--- src/rtl/qenc_pkg.sv ---
package qenc_pkg;

    // Phase pair {A,B} held by the decoder
    typedef enum logic [1:0] {
        PH_00 = 2'b00,
        PH_01 = 2'b01,
        PH_11 = 2'b11,
        PH_10 = 2'b10
    } phase_e;

    // Classified move between two samples
    typedef enum logic [1:0] {
        STEP_NONE = 2'd0,
        STEP_UP   = 2'd1,
        STEP_DN   = 2'd2,
        STEP_BAD  = 2'd3
    } step_e;

    // Capture channel states
    typedef enum logic [1:0] {
        CAP_IDLE  = 2'd0,
        CAP_ARMED = 2'd1,
        CAP_DONE  = 2'd2,
        CAP_CONT  = 2'd3
    } cap_state_e;

endpackage

--- src/rtl/qenc_sync.sv ---
module qenc_sync #(
    parameter int W      = 1,
    parameter int STAGES = 2
) (
    input  logic         clk,
    input  logic         rst,
    input  logic [W-1:0] d,
    output logic [W-1:0] q
);

    logic [W-1:0] stage_q [STAGES];

    always_ff @(posedge clk) begin
        if (rst) begin
            for (int i = 0; i < STAGES; i++) stage_q[i] <= '0;
        end else begin
            stage_q[0] <= d;
            for (int i = 1; i < STAGES; i++) stage_q[i] <= stage_q[i-1];
        end
    end

    assign q = stage_q[STAGES-1];

endmodule

--- src/rtl/qenc_decoder.sv ---
module qenc_decoder
    import qenc_pkg::*;
(
    input  logic  clk,
    input  logic  rst,
    input  logic  a,
    input  logic  b,
    output step_e step
);

    phase_e phase_q;
    phase_e sample;

    assign sample = phase_e'({a, b});

    // state register: always follows the sampled pair
    always_ff @(posedge clk) begin
        if (rst) phase_q <= PH_00;
        else     phase_q <= sample;
    end

    // output: classify the move from the held phase to the sample
    always_comb begin
        step = STEP_NONE;
        unique case (phase_q)
            PH_00: begin
                if      (sample == PH_10) step = STEP_UP;
                else if (sample == PH_01) step = STEP_DN;
                else if (sample == PH_11) step = STEP_BAD;
            end
            PH_10: begin
                if      (sample == PH_11) step = STEP_UP;
                else if (sample == PH_00) step = STEP_DN;
                else if (sample == PH_01) step = STEP_BAD;
            end
            PH_11: begin
                if      (sample == PH_01) step = STEP_UP;
                else if (sample == PH_10) step = STEP_DN;
                else if (sample == PH_00) step = STEP_BAD;
            end
            PH_01: begin
                if      (sample == PH_00) step = STEP_UP;
                else if (sample == PH_11) step = STEP_DN;
                else if (sample == PH_10) step = STEP_BAD;
            end
        endcase
    end

endmodule

--- src/rtl/qenc_counter.sv ---
module qenc_counter
    import qenc_pkg::*;
#(
    parameter int CNT_W = 32
) (
    input  logic             clk,
    input  logic             rst,
    input  step_e            step,
    input  logic             invert,
    output logic [CNT_W-1:0] count,
    output logic             dir_down,
    output logic             err
);

    logic [CNT_W-1:0] count_q;
    logic             dir_q;
    logic             err_q;

    always_ff @(posedge clk) begin
        if (rst) begin
            count_q <= '0;
            dir_q   <= 1'b0;
            err_q   <= 1'b0;
        end else begin
            unique case (step)
                STEP_NONE: ;
                STEP_UP: begin
                    count_q <= invert ? count_q - 1'b1 : count_q + 1'b1;
                    dir_q   <= invert;
                end
                STEP_DN: begin
                    count_q <= invert ? count_q + 1'b1 : count_q - 1'b1;
                    dir_q   <= ~invert;
                end
                STEP_BAD: err_q <= 1'b1;
            endcase
        end
    end

    assign count    = count_q;
    assign dir_down = dir_q;
    assign err      = err_q;

endmodule

--- src/rtl/qenc_capture.sv ---
module qenc_capture
    import qenc_pkg::*;
#(
    parameter int CNT_W = 32
) (
    input  logic             clk,
    input  logic             rst,
    input  logic             enable,
    input  logic             req_rise,
    input  logic             req_fall,
    input  logic             cont_en,
    input  logic             pin,
    input  logic [CNT_W-1:0] count,
    output logic [CNT_W-1:0] cap_val,
    output logic             cap_valid
);

    cap_state_e       state_q, state_d;
    logic             pin_q;
    logic [CNT_W-1:0] val_q;
    logic             valid_q;
    logic             req_any;
    logic             hit;
    logic             take;

    assign req_any = req_rise | req_fall;
    assign hit     = enable & ((req_rise & pin & ~pin_q) | (req_fall & ~pin & pin_q));

    // state register
    always_ff @(posedge clk) begin
        if (rst) state_q <= CAP_IDLE;
        else     state_q <= state_d;
    end

    // next state
    always_comb begin
        state_d = state_q;
        unique case (state_q)
            CAP_IDLE: begin
                if      (cont_en) state_d = CAP_CONT;
                else if (req_any) state_d = CAP_ARMED;
            end
            CAP_ARMED: begin
                if      (cont_en)  state_d = CAP_CONT;
                else if (!req_any) state_d = CAP_IDLE;
                else if (hit)      state_d = CAP_DONE;
            end
            CAP_DONE: begin
                if      (cont_en)  state_d = CAP_CONT;
                else if (!req_any) state_d = CAP_IDLE;
            end
            CAP_CONT: begin
                if (!cont_en) begin
                    if      (req_any && valid_q) state_d = CAP_DONE;
                    else if (req_any)            state_d = CAP_ARMED;
                    else                         state_d = CAP_IDLE;
                end
            end
        endcase
    end

    // output: capture strobe for this cycle
    always_comb begin
        take = 1'b0;
        unique case (state_q)
            CAP_IDLE:  take = 1'b0;
            CAP_ARMED: take = hit & ~cont_en;
            CAP_DONE:  take = 1'b0;
            CAP_CONT:  take = hit & cont_en;
        endcase
    end

    always_ff @(posedge clk) begin
        if (rst) begin
            pin_q   <= 1'b0;
            val_q   <= '0;
            valid_q <= 1'b0;
        end else begin
            pin_q <= pin;
            if (take) val_q <= count;
            if (!req_any)  valid_q <= 1'b0;
            else if (take) valid_q <= 1'b1;
        end
    end

    assign cap_val   = val_q;
    assign cap_valid = valid_q;

endmodule

--- src/rtl/qenc_latch_counter.sv ---
module qenc_latch_counter
    import qenc_pkg::*;
#(
    parameter int CNT_W       = 32,
    parameter int SYNC_STAGES = 2
) (
    input  logic             clk,
    input  logic             rst,
    input  logic             enc_a,
    input  logic             enc_b,
    input  logic             latch_pin,
    input  logic             gate_pin,
    input  logic             dir_invert,
    input  logic             lat_pos_req,
    input  logic             lat_neg_req,
    input  logic             lat_cont,
    input  logic             gate_func_en,
    input  logic             gate_pos_req,
    input  logic             gate_neg_req,
    input  logic             gate_cont,
    output logic [CNT_W-1:0] count,
    output logic             dir_down,
    output logic             seq_err,
    output logic [CNT_W-1:0] lat_val,
    output logic             lat_valid,
    output logic [CNT_W-1:0] gate_val,
    output logic             gate_valid
);

    localparam int N_CAP = 2;
    localparam int N_IN  = 2 + N_CAP;

    logic [N_IN-1:0]  raw_in, sync_in;
    step_e            dec_step;

    logic [N_CAP-1:0] ch_en, ch_rise, ch_fall, ch_cont, ch_pin, ch_valid;
    logic [CNT_W-1:0] ch_val [N_CAP];

    assign raw_in = {gate_pin, latch_pin, enc_b, enc_a};

    qenc_sync #(.W(N_IN), .STAGES(SYNC_STAGES)) u_sync (
        .clk (clk),
        .rst (rst),
        .d   (raw_in),
        .q   (sync_in)
    );

    qenc_decoder u_dec (
        .clk  (clk),
        .rst  (rst),
        .a    (sync_in[0]),
        .b    (sync_in[1]),
        .step (dec_step)
    );

    qenc_counter #(.CNT_W(CNT_W)) u_cnt (
        .clk      (clk),
        .rst      (rst),
        .step     (dec_step),
        .invert   (dir_invert),
        .count    (count),
        .dir_down (dir_down),
        .err      (seq_err)
    );

    // channel 0: latch pin, channel 1: gate pin
    assign ch_en   = {~gate_func_en, 1'b1};
    assign ch_rise = {gate_pos_req, lat_pos_req};
    assign ch_fall = {gate_neg_req, lat_neg_req};
    assign ch_cont = {gate_cont, lat_cont};
    assign ch_pin  = sync_in[N_IN-1:2];

    for (genvar g = 0; g < N_CAP; g++) begin : g_cap
        qenc_capture #(.CNT_W(CNT_W)) u_cap (
            .clk       (clk),
            .rst       (rst),
            .enable    (ch_en[g]),
            .req_rise  (ch_rise[g]),
            .req_fall  (ch_fall[g]),
            .cont_en   (ch_cont[g]),
            .pin       (ch_pin[g]),
            .count     (count),
            .cap_val   (ch_val[g]),
            .cap_valid (ch_valid[g])
        );
    end

    assign lat_val    = ch_val[0];
    assign lat_valid  = ch_valid[0];
    assign gate_val   = ch_val[1];
    assign gate_valid = ch_valid[1];

endmodule

--- config.mk ---
export PLATFORM = sky130hd
export DESIGN_NAME = qenc_latch_counter
export DESIGN_NICKNAME = d
export VERILOG_FILES = /design/src/rtl/qenc_pkg.sv /design/src/rtl/qenc_sync.sv /design/src/rtl/qenc_decoder.sv /design/src/rtl/qenc_counter.sv /design/src/rtl/qenc_capture.sv /design/src/rtl/qenc_latch_counter.sv
export SDC_FILE = /design/constraint.sdc
export NUM_CORES = 1
export LEC_CHECK = 0
export ABC_AREA = 1
export BUFFER_PORTS_ARGS = -buffer_cell sky130_fd_sc_hd__buf_2
export CAP_MARGIN = 20
export CELL_PAD_IN_SITES_DETAIL_PLACEMENT = 0
export CELL_PAD_IN_SITES_GLOBAL_PLACEMENT = 1
export CORE_AREA = 2 2 127 129
export DETAILED_ROUTE_END_ITERATION = 6
export DIE_AREA = 0 0 129 131
export PLACE_DENSITY_LB_ADDON = 0.1
export SYNTH_ARGS = -nofsm -noshare
export SYNTH_HDL_FRONTEND = slang
export SYNTH_SLANG_ARGS = --single-unit
--- constraint.sdc ---
create_clock -name clk -period 2.78 [get_ports clk]
set_input_delay 0.556 -clock clk [delete_from_list [all_inputs] [get_ports clk]]
set_output_delay 0.556 -clock clk [all_outputs]
set_load 0.01 [all_outputs]
# == Yosys cells after proc, flatten, opt, wreduce, memory -nomap -nowiden ==
# Memory sizes are Yosys's and may differ from the RTL's.
# Index checks and enable logic that the tools add are counted.
# totals
memories,1
ff_bits,108
ram_bits,8
out_inout_bits,100
word_cells,126
inputBits,14
# op_classes
n_bitwise,29
reduce_logical,13
eq_ne,23
add_sub_neg,2
muxes,46
# memory_table
memory,words,word_bits,read_ports,rd_clocked_by_memory_dff,wr,line_no,source
u_sync.stage_q,2,4,2,0,2,qenc_sync.sv:11,logic [W-1:0] stage_q [STAGES];
# ops
cell,n
two-way mux 32 bit,2
case mux 32 bit (2 select lines),1
two-way mux 2 bit,30
"adder 32 x 1 -> 32 bit, second input constant",1
"subtractor 32 x 1 -> 32 bit, second input constant",1
case mux 2 bit (4 select lines),3
"== test 2 bit, second input constant",10
bitwise AND 1 bit,13
"== test 2 x 1 -> 1 bit, second input constant",5
NOT 1 bit,10
logical NOT 2 bit,4
two-way mux 4 bit,2
"inequality test 4 bit, second input constant",2
AND reduction 4 bit,2
OR reduction 2 bit,4
"inequality test 3 x 2 -> 1 bit, second input constant",2
"inequality test 3 bit, second input constant",2
OR 1 bit,6
case mux 1 bit (3 select lines),2
two-way mux 1 bit,5
"inequality test 2 bit, second input constant",2
logical AND 1 bit,2
case mux 1 bit (2 select lines),1
nonzero test 2 bit,1

# == Longest topological paths before layout ==
# An unclocked memory read counts as a cell.
# logic_depth
word_depth,10
ltp_mapped,17
mapped_depth_nobuf,16

# == Hierarchy ==
# From an unflattened synthesis, not the netlist that was laid out.
# hier_totals
hier_cells,881
hier_area_um2,5955.7
# modules_own_cells
mod,n_inst,area_per_inst_um2,cells_per_inst,seq_area_each_um2
qenc_capture,2,1481.4,194,720.7
qenc_counter,1,2606.2,441,680.7
qenc_sync,1,261.5,29,160.2
qenc_decoder,1,117.6,21,40.0
qenc_latch_counter,1,7.5,2,0.0

# == Worst setup path before layout ==
# No wires, ideal clock.
# synth_timing
kind,flip-flop to flip-flop
start,reg u_dec.phase_q[0]
end,"reg u_cnt.count_q[19], in the netlist u_cnt.count[19]"
required_ns,2.667
slack_ns,0.659
arrival_time_ns,2.008
stages_incl_launch_ff,18
synth_period_minus_slack_ns,2.121
setup_ns,0.113
n_path_buf,1
path_cell_list,dfxtp_1 -> inv_1 -> nor3_1 -> inv_1 -> a32oi_1 -> inv_1 -> ha_1 -> inv_1 -> nand2_1 -> nand2_2 -> nand2_4 -> inv_1 -> buf_2 -> nand4_1 -> o31ai_2 -> nand2_1 -> nand2_1 -> nor2_1
# synth_via
elab_chain_len,4
elab_cells_between_ends,9
classes_between,eq/ne (5); mux (2); reduce/logical (2)
# synth_lines
element,line_no,source
from (decl),qenc_decoder.sv:11,phase_e phase_q;
from (signal assigned),qenc_decoder.sv:19,else phase_q <= sample;
"== test 2 x 1 -> 1 bit, or another cell as far along",qenc_decoder.sv:25,unique case (phase_q)
case mux 2 bit (4 select lines) (*),qenc_decoder.sv:25,
== test 2 bit / == test 2 x 1 -> 1 bit (equally long branches),qenc_counter.sv:25,unique case (step)
case mux 32 bit (2 select lines) / nonzero test 2 bit (equally long branches),--,
to (signal assigned),qenc_counter.sv:28,count_q <= invert ? count_q - 1'b1 : count_q + 1'b1;
to (signal assigned),qenc_counter.sv:32,count_q <= invert ? count_q + 1'b1 : count_q - 1'b1;
to (decl),qenc_counter.sv:15,logic [CNT_W-1:0] count_q;
# Every way passes the cells marked *; elsewhere a longest branch is shown, timed or not.
# A chain may end at the register's enable or synchronous reset.

# == Worst setup path in the final report ==
# layout_timing
start,reg u_dec.phase_q[0]
end,"reg u_cnt.count_q[14], in the netlist u_cnt.count[14]"
# The elaborated chain is that of the path after synthesis.

==> flow_summary.toml <==
[status]
status = "complete, no violations"

[sta]
final-hold-violation-count = 0
fmax_mhz = 433
finalMaxSlewViolations = 0
holdWs_ns = 0.335
slew_headroom_pct = 33.6
rsz0062_at_grt = "false"
clock-skew-final_ns = 0.00682
fin_crit_sh_pct = 83.0
tightest_slew_ns = 0.996
setup_viol = 0
period_needed_ns = 2.31
tns_ns = 0

[layout]
syn2layout_area_growth_pct = 20.9
final_util_pct = 46.3
fillCellCount = 1758
antennaDiodeCount = 0
final_common_cell = "nand2_1"
final_cell_mix = "nand2_1, nor2_1, inv_1"
regArea_sq_mm = 0.00232
drive_above_1_share_pct = 18.2
nets = 1035
multiInputGateArea_sq_mm = 0.00293

[floorplan]
die_x_um = 129
start_util_pct = 38.3
placementRows = 46
die-area_sq_mm = 0.0169
core_area_sq_mm = 0.0156
pin_count = 114
die_h_um = 131

[critical_path]
critPathKind = "register to register"
end_kind = "register"
crit_required_ns = 3.09
path_max_fanout = 11
critPathArrivalTime_ns = 2.62
start_kind = "register"

[clock_tree]
cts_hold_buf = 0
cts.path.max_buffers = 2
cts_buffers = 17
postCtsSetupBuffers = 0
clkTransAtPathRegs_ns = 0.06
cts_resized = 0
clock_latency_ns = 0.42
cts_root_buf = "clkbuf_16"
clock-sinks = 116
cts.htree.levels = 4
cts_tree = "done"

[job]
maxCapViolCount = 0

[route]
viasPerCell = 4.84
vias = 6019
dr.pass1.iters = 5
drc = 0
drtIter0Drc = 423
final_antenna_net_count = 0
wl_per_cell_um = 14.8
wirelength_um = 18400

[synthesis]
ys_warn_count = 0
async_flop_share_pct = 0
ys_seq_area_share_pct = 38.9
avgSynthCellArea_sq_um = 6.52
synth_cell_types = 41
syn-instance-count = 917
syn_area_sq_mm = 0.00598
synth_edf_count = 0
synth_fp_nets = 937
ys.flop_type = "dfxtp_1"
synth-seq-cells = 116

[global_routing]
track_usage_pct = 22.0
grt_pass1_wl_um = 28300
grt_max_degree = 66
gr-total-overflow = 0
use_met3_pct = 4.19
grtUsageMet2_pct = 32.4
antenna_found_initial = 0
top_usage_layer = "met2"
grtUsageMet1_pct = 31.9
grt_pass1_vias = 5252

[pwr]
p_per_area_mw_per_mm2 = 715
p_leak_nw = 3.34
irDropWorstVdd_v = 0.000379

[worst_hold_path]
holdCritPathClass = "input pin to register"

[place]
hpwlAfterDp_um = 13200
place_congestion = 0.876
portBuffers = 113
## worst paths after layout
path                   startpoint                   end  slack [ns]  depth (start not counted)
min                         enc_a  u_sync.stage_q[0][0]        0.33                          3
max              u_dec.phase_q[0]       u_cnt.count[14]        0.47                         15
min reg2reg  u_sync.stage_q[0][3]  u_sync.stage_q[0][7]        0.40                          2
max reg2reg      u_dec.phase_q[0]       u_cnt.count[14]        0.47                         15
## metal layers
metal	wire length [um]	up-vias
met5	0	-
met4	269	0
met3	1010	18
met2	7890	160
met1	9200	2713
li1	-	3128
## where the power goes
group	switching [W]	internal (W)
registers	0.000190	0.00176
clock network	0.000789	0.00128
logic	0.000779	0.000372
## area by class of cell
class,instances,share of cell area (%)
Clock buffer,21,6.51
Multi-Input combinational cell,631,40.6
Timing Repair Buffer,128,9.56
Sequential cell,116,32.1
Tap cell,216,3.74
Inverter,121,6.29
Clock inverter,10,1.14
## sequential cells by signal (all words and copies together) (netlist names)
| signal | count |
|---|---|
| u_cnt.err | 1 |
| u_dec.phase_q | 2 |
| g_cap.u_cap.state_q | 4 |
| u_sync.stage_q | 8 |
| u_cnt.dir_down | 1 |
| g_cap.u_cap.pin_q | 2 |
| g_cap.u_cap.cap_valid | 2 |
| u_cnt.count | 32 |
| g_cap.u_cap.cap_val | 64 |
## critical path, stage by stage (launching register included)
cell and delay (ns):
dfxtp_1 0.34, inv_1 0.07, nor3_1 0.16, inv_1 0.05, a32oi_1 0.22, inv_1 0.07, ha_1 0.22, inv_1 0.07
nand2_1 0.06, nand2_2 0.08, nand2_4 0.08, inv_1 0.32, nand4_1 0.14, nand2_1 0.10, a21oi_1 0.06, o21a_1 0.13
## through the flow
stage                     cells  total power, W  setup WS, ns  cell area [sq um]
after floorplan             917         0.00272         0.659               5980
after global placement     1212         0.00312         0.549               6670
after detailed placement   1212         0.00311         0.478               6670
after CTS                  1243         0.00519         0.472               7220
after global routing       1243         0.00544         0.163               7220
final                      1243         0.00517         0.471               7220
## Yosys cell counts, drive strengths merged (2+ instances only)
| cell | count | share of area, % |
|---|---|---|
| nand2 | 181 | 12 |
| nor2 | 164 | 11 |
| inv | 121 | 7.6 |
| dfxtp | 116 | 39 |
| a21oi | 99 | 8.3 |
| o21ai | 65 | 5.5 |
| nand3 | 64 | 5.4 |
| buf | 29 | 3.2 |
| clkbuf | 20 | 1.3 |
| nand4 | 17 | 1.8 |
| nor3 | 11 | 1.2 |
| ha | 6 | 1.3 |
| or2 | 4 | 0.42 |
| xor2 | 4 | 0.59 |
| a31oi | 2 | 0.21 |
| nor4 | 2 | 0.21 |
| o211ai | 2 | 0.25 |
| o31ai | 2 | 0.34 |
## cell families (layout without fill, tap and decap cells)
family	count (synthesis)	count (layout)	share of synthesized area [%]
adders and majority gates	6	6	1.26
xor gates and xnor gates	4	4	0.586
DFF	116	116	38.9
buffers and inverters	170	280	12.0
and+or+nand+nor	445	445	31.9
AOI/OAI and AO/OA	176	176	15.4
No activity file was read; power rests on OpenSTA's default activity.
